$ cat src/rtl/sser_pkg.sv
package sser_pkg;

  // Option values captured at a frame boundary for the following frame.
  typedef struct packed {
    logic pattern;
    logic twos;
    logic phase;
  } frame_cfg_t;

  // Alternating alignment word: phase 0 sets even bits, phase 1 sets odd bits.
  function automatic logic [63:0] alt_bits(input logic phase);
    logic [63:0] r;
    for (int i = 0; i < 64; i++) r[i] = phase ? (i % 2 == 1) : (i % 2 == 0);
    return r;
  endfunction

endpackage

$ cat src/rtl/sser_frame_timer.sv
module sser_frame_timer #(
  parameter int W = 12,
  localparam int SLOT_W = (W > 1) ? $clog2(W) : 1
) (
  input  logic              clk,
  input  logic              rst_n,
  output logic [SLOT_W-1:0] slot,
  output logic              last,
  output logic              bit_clk,
  output logic              frame_clk
);
  localparam logic [SLOT_W-1:0] LAST_SLOT = SLOT_W'(W - 1);
  localparam logic [SLOT_W-1:0] HALF_SLOT = SLOT_W'(W / 2);

  always_ff @(posedge clk) begin
    if (!rst_n)      slot <= '0;
    else if (last)   slot <= '0;
    else             slot <= slot + 1'b1;
  end

  assign last      = (slot == LAST_SLOT);
  assign bit_clk   = ~slot[0];
  assign frame_clk = (slot < HALF_SLOT);
endmodule

$ cat src/rtl/sser_word_delay.sv
module sser_word_delay #(
  parameter int WORD   = 96,
  parameter int STAGES = 11
) (
  input  logic            clk,
  input  logic            rst_n,
  input  logic            step,
  input  logic [WORD-1:0] din,
  output logic [WORD-1:0] dout
);
  logic [WORD-1:0] stage_q [STAGES];

  for (genvar s = 0; s < STAGES; s++) begin : g_stage
    if (s == 0) begin : g_head
      always_ff @(posedge clk) begin
        if (!rst_n)    stage_q[s] <= '0;
        else if (step) stage_q[s] <= din;
      end
    end else begin : g_body
      always_ff @(posedge clk) begin
        if (!rst_n)    stage_q[s] <= '0;
        else if (step) stage_q[s] <= stage_q[s-1];
      end
    end
  end

  assign dout = stage_q[STAGES-1];
endmodule

$ cat src/rtl/sser_lane.sv
module sser_lane #(
  parameter int W = 12
) (
  input  logic         clk,
  input  logic         rst_n,
  input  logic         load,
  input  logic [W-1:0] word,
  output logic         bit_out
);
  logic [W-1:0] shreg;

  always_ff @(posedge clk) begin
    if (!rst_n)    shreg <= '0;
    else if (load) shreg <= word;
    else           shreg <= {1'b0, shreg[W-1:1]};
  end

  assign bit_out = shreg[0];
endmodule

$ cat src/rtl/sser_serializer.sv
module sser_serializer
  import sser_pkg::*;
#(
  parameter int CH      = 8,
  parameter int W       = 12,
  parameter int LATENCY = 12
) (
  input  logic          clk,
  input  logic          rst_n,
  input  logic          in_valid,
  output logic          in_ready,
  input  logic [CH*W-1:0] in_data,
  input  logic          fmt_twos,
  input  logic          pat_en,
  output logic [CH-1:0] lane,
  output logic          bit_clk,
  output logic          frame_clk,
  output logic          out_valid
);
  localparam int WORD   = CH * W;
  localparam int STAGES = LATENCY - 1;
  localparam int SLOT_W = (W > 1) ? $clog2(W) : 1;
  localparam int CNT_W  = $clog2(LATENCY + 1);
  localparam logic [CNT_W-1:0] CNT_FULL = CNT_W'(LATENCY);

  logic [SLOT_W-1:0] slot;
  logic              boundary;
  logic [WORD-1:0]   entry;
  logic [WORD-1:0]   aged;
  logic              phase_q;
  logic [CNT_W-1:0]  frames_q;
  frame_cfg_t        cfg;
  logic [W-1:0]      pattern_word;
  logic [CH-1:0]     raw_lane;

  sser_frame_timer #(.W(W)) u_timer (
    .clk(clk), .rst_n(rst_n), .slot(slot), .last(boundary),
    .bit_clk(bit_clk), .frame_clk(frame_clk)
  );

  assign in_ready = boundary;
  assign entry    = (in_valid && boundary) ? in_data : '0;

  sser_word_delay #(.WORD(WORD), .STAGES(STAGES)) u_delay (
    .clk(clk), .rst_n(rst_n), .step(boundary), .din(entry), .dout(aged)
  );

  always_ff @(posedge clk) begin
    if (!rst_n)        phase_q <= 1'b0;
    else if (boundary) phase_q <= ~phase_q;
  end

  always_ff @(posedge clk) begin
    if (!rst_n)                               frames_q <= '0;
    else if (boundary && frames_q != CNT_FULL) frames_q <= frames_q + 1'b1;
  end

  assign out_valid = (frames_q == CNT_FULL);

  always_comb begin
    cfg.pattern = pat_en;
    cfg.twos    = fmt_twos;
    cfg.phase   = phase_q;
  end

  assign pattern_word = W'(alt_bits(cfg.phase));

  for (genvar c = 0; c < CH; c++) begin : g_ch
    logic [W-1:0] stored;
    logic [W-1:0] shaped;
    assign stored = aged[c*W +: W];
    always_comb begin
      if (cfg.pattern)   shaped = pattern_word;
      else if (cfg.twos) shaped = {~stored[W-1], stored[W-2:0]};
      else               shaped = stored;
    end
    sser_lane #(.W(W)) u_lane (
      .clk(clk), .rst_n(rst_n), .load(boundary), .word(shaped),
      .bit_out(raw_lane[c])
    );
  end

  assign lane = out_valid ? raw_lane : '0;
endmodule

$ cat config.mk
export PLATFORM = sky130hd
export DESIGN_NAME = sser_serializer
export DESIGN_NICKNAME = d
export VERILOG_FILES = /design/src/rtl/sser_pkg.sv /design/src/rtl/sser_frame_timer.sv /design/src/rtl/sser_word_delay.sv /design/src/rtl/sser_lane.sv /design/src/rtl/sser_serializer.sv
export SDC_FILE = /design/constraint.sdc
export NUM_CORES = 1
export LEC_CHECK = 0
export ABC_AREA = 1
export BUFFER_PORTS_ARGS = -buffer_cell sky130_fd_sc_hd__clkbuf_2
export CAP_MARGIN = 20
export CORE_MARGIN = 2
export CORE_UTILIZATION = 40
export DETAILED_ROUTE_END_ITERATION = 10
export GPL_TIMING_DRIVEN = 0
export PLACE_DENSITY = 0.64
export SLEW_MARGIN = 5
export SYNTH_ARGS = -nofsm -noshare
export SYNTH_HDL_FRONTEND = slang
export SYNTH_HIERARCHICAL = 1
export SYNTH_SLANG_ARGS = --single-unit
$ cat constraint.sdc
create_clock -name clk -period 27.7 [get_ports clk]
set_input_delay 2.77 -clock clk [delete_from_list [all_inputs] [get_ports clk]]
set_output_delay 2.77 -clock clk [all_outputs]
set_load 0.03 [all_outputs]
==> impl_metrics.toml <==
[pwr]
irDropWorstVdd_mv = 0.0445
power.leakage_nw = 23.5
p_per_area_nw_per_um2 = 56.8

[global_routing]
grt_pass1_vias = 23600
grt_overflow_total = 0
grt_max_degree = 76
grt_usage_pct = 9.46
grt_antenna_before_repair = 1
grt_pass1_wl_um = 111000

[drt]
vias = 24100
antenna_left = 0
wl_um = 62900
drt_iter0_markers = 874
wl_per_cell_um = 9.55
drc = 0
viasPerCell = 3.67
dr.pass1.iters = 6

[layout]
syn_to_final_growth_pct = 12.4
multi_input_area_um2 = 13500
utilization_pct = 45.3
seq_area_um2 = 33800
fillers = 12300
diodes = 0
drive_gt1_share_pct = 30.7
fin_nets = 4805

[logic_synthesis]
ys_seq_area_share_pct = 61.1
syn_nets = 4560
postSynthCellCount = 4456
synth.area.top_cells = "edfxtp_1 57%, nor2_4 18%, inv_1 8.5%"
synth_area_leader_cell = "edfxtp_1"
yosysUniqueCellTypes = 24
synth_edf_count = 1056
synth.top_cell.area_share_pct = 57.3
async_flop_share_pct = 0
yosysWarnings = 6
synth_area_um2 = 55300
yosysMostFrequentCell = "inv_1"
synthFlopType = "edfxtp_1"
synth_seq_cells = 1161
synth.avg_cell_area_um2 = 12.4
synth_commonest_cells = "1259 x inv_1, 1056 x edfxtp_1, 900 x nor2_4"

[timing]
fmax_ghz = 0.168
setup_violations = 0
final_max_slew_viol_count = 0
worst_pin_slew_ns = 0.831
layout_min_cycle_time_ns = 5.97
period_share_pct = 21.5
slew_headroom_pct = 44.6
fin_setup_tns_ns = 0
hold_violations = 0
rsz0062_at_grt = "false"
fin_skew_ns = 0.0275

[cts]
clk_pin_slew_ns = 0.06
numClockSinks = 1161
post_cts_resize_count = 0
clock_path_buffers = 3
numCtsBuffers = 113
cts_setup_buffers = 0
cts-root-buf = "clkbuf_16"
htreeDepth = 3
clk_latency_ns = 0.70
cts_tree = "built"
cts_hold_buf = 0

[floorplanning]
die_area_um2 = 141000
start_util_pct = 40.3
die_y_um = 376
io-pin-count = 113
rows = 136
die_w_um = 376
core-area_um2 = 137000

[critical_path]
reg2reg_setup_slack_ns = 23.16
max_stage_delay_ns = 0.75
crit_family = "buffers and inverters"
rr_worst_depth = 12
crit_chain = "clkbuf_2 > nand2_4 > buf_12 > buf_16 > buf_12 > buf_16 > buf_16 > buf_16 > buf_16"
crit_slowest_cell = "nand2_4"
worst_ep_arrival_time_ns = 6.33
critPathMaxFanout = 73
end_kind = "flop"
r2r_end = "u_delay/stage_q[0][100]"
crit_buf_inv = 8
crit_type = "input port to flop"
r2r_start = "u_timer/slot[0]"
cp-start-kind = "input port"
crit_top_cell = "buf_16"
required_ns = 28.06

[place]
port_buffers = 112
place.gp.congestion = 0.760
hpwl_um = 44700

[worst_hold_path]
hold_class = "flop to flop"
min_from = "g_ch[0].u_lane/shreg[4]"
hold_depth = 2
min_to = "g_ch[0].u_lane/shreg[3]"

[job]
maxCapViolCount = 0

[outcome]
status = "completed"
power breakdown:
group	total (mW)	internal [mW]	switching (mW)	leakage (nW)
logic	0.113	0.0334	0.0793	10.0
clock network	1.45	0.829	0.617	1.75
registers	1.97	1.96	0.0128	11.8
layout make-up:
type                       count  area share, %
timing repair buffer         130           1.65
inverter                    1261           7.62
clock inverter                67          0.868
buffer                       270           5.25
sequential                  1161           54.4
tap                         1794           3.61
clock buffer                 140           4.86
multi-input combinational   1764           21.7
stage by stage:
step,instance area [um2],hold slack (ns),cells,total power [mW],setup WS [ns]
floorplan,55300,0.425,4456,2.18,0.821
finish,62100,0.431,6587,3.53,21.73
CTS,62100,0.438,6587,3.59,21.70
global route,62100,0.456,6587,3.67,21.46
global placement,58100,0.431,6362,2.23,-8.52
detailed placement,58600,0.437,6380,2.12,20.95
state kept, by name, indices dropped and copies added, names as in the netlist:
register           cells
u_delay/stage_q     1056
g_ch.u_lane/shreg     96
frames_q               4
u_timer/slot           4
phase_q                1
worst min-delay path: stages (launching register included):
cell     delay, ns
dfxtp_1       0.30
nor2_1        0.03
nor2_1        0.08
logic make-up after synthesis:
group                    after synthesis  share of synthesized area (%)
AO/OA/AOI/OAI                         21                          0.199
AND/OR/NAND/NOR                     1740                           24.1
buffers and inverters               1531                           14.5
adder cells (fa/ha/maj)                3                         0.0679
flip-flops                          1161                           61.1
per-layer routing:
metal	part of all wire, %	GRT usage [%]
met1	41	10.4
met2	52	17.7
met3	4.1	1.89
met4	2.6	3.69
met5	0	0
worst max path at each step:
stage | start | endpoint | slack [ns] | cells after the start
final | rst_n | u_delay/stage_q[0][100] | 21.73 | 9
after floorplan | rst_n | u_delay/stage_q[0][0] | 0.82 | 1
after detailed placement | rst_n | u_delay/stage_q[0][100] | 20.95 | 9
after CTS | rst_n | u_delay/stage_q[0][100] | 21.70 | 9
after global routing | rst_n | u_delay/stage_q[0][100] | 21.46 | 9
after global placement | rst_n | u_delay/stage_q[0][16] | -8.52 | 2
cell usage in the layout, fill, tap and decap left out:
cell and count:
nor2_1 545, inv_1 1258, buf_6 24, buf_4 105, bufinv_16 6, clkinv_8 4
nand2_4 2, clkbuf_8 3, clkbuf_2 112, a21oi_2 1, nand4_1 3, inv_6 3
clkbuf_1 25, a31oi_1 1, dfxtp_1 105, a21oi_1 9, buf_12 104, nand2_1 275
nand2_2 2, inv_2 3, nand3_2 2, buf_2 37, o21ai_0 10, clkbuf_16 116
clkinv_4 5, nand3_1 2, nor2_4 900, clkinvlp_4 3, clkinv_1 23, nor2_2 1
ha_1 3, buf_16 14, and3_1 8, edfxtp_1 1056, clkinv_2 23
(Power assumes the default switching activity.)
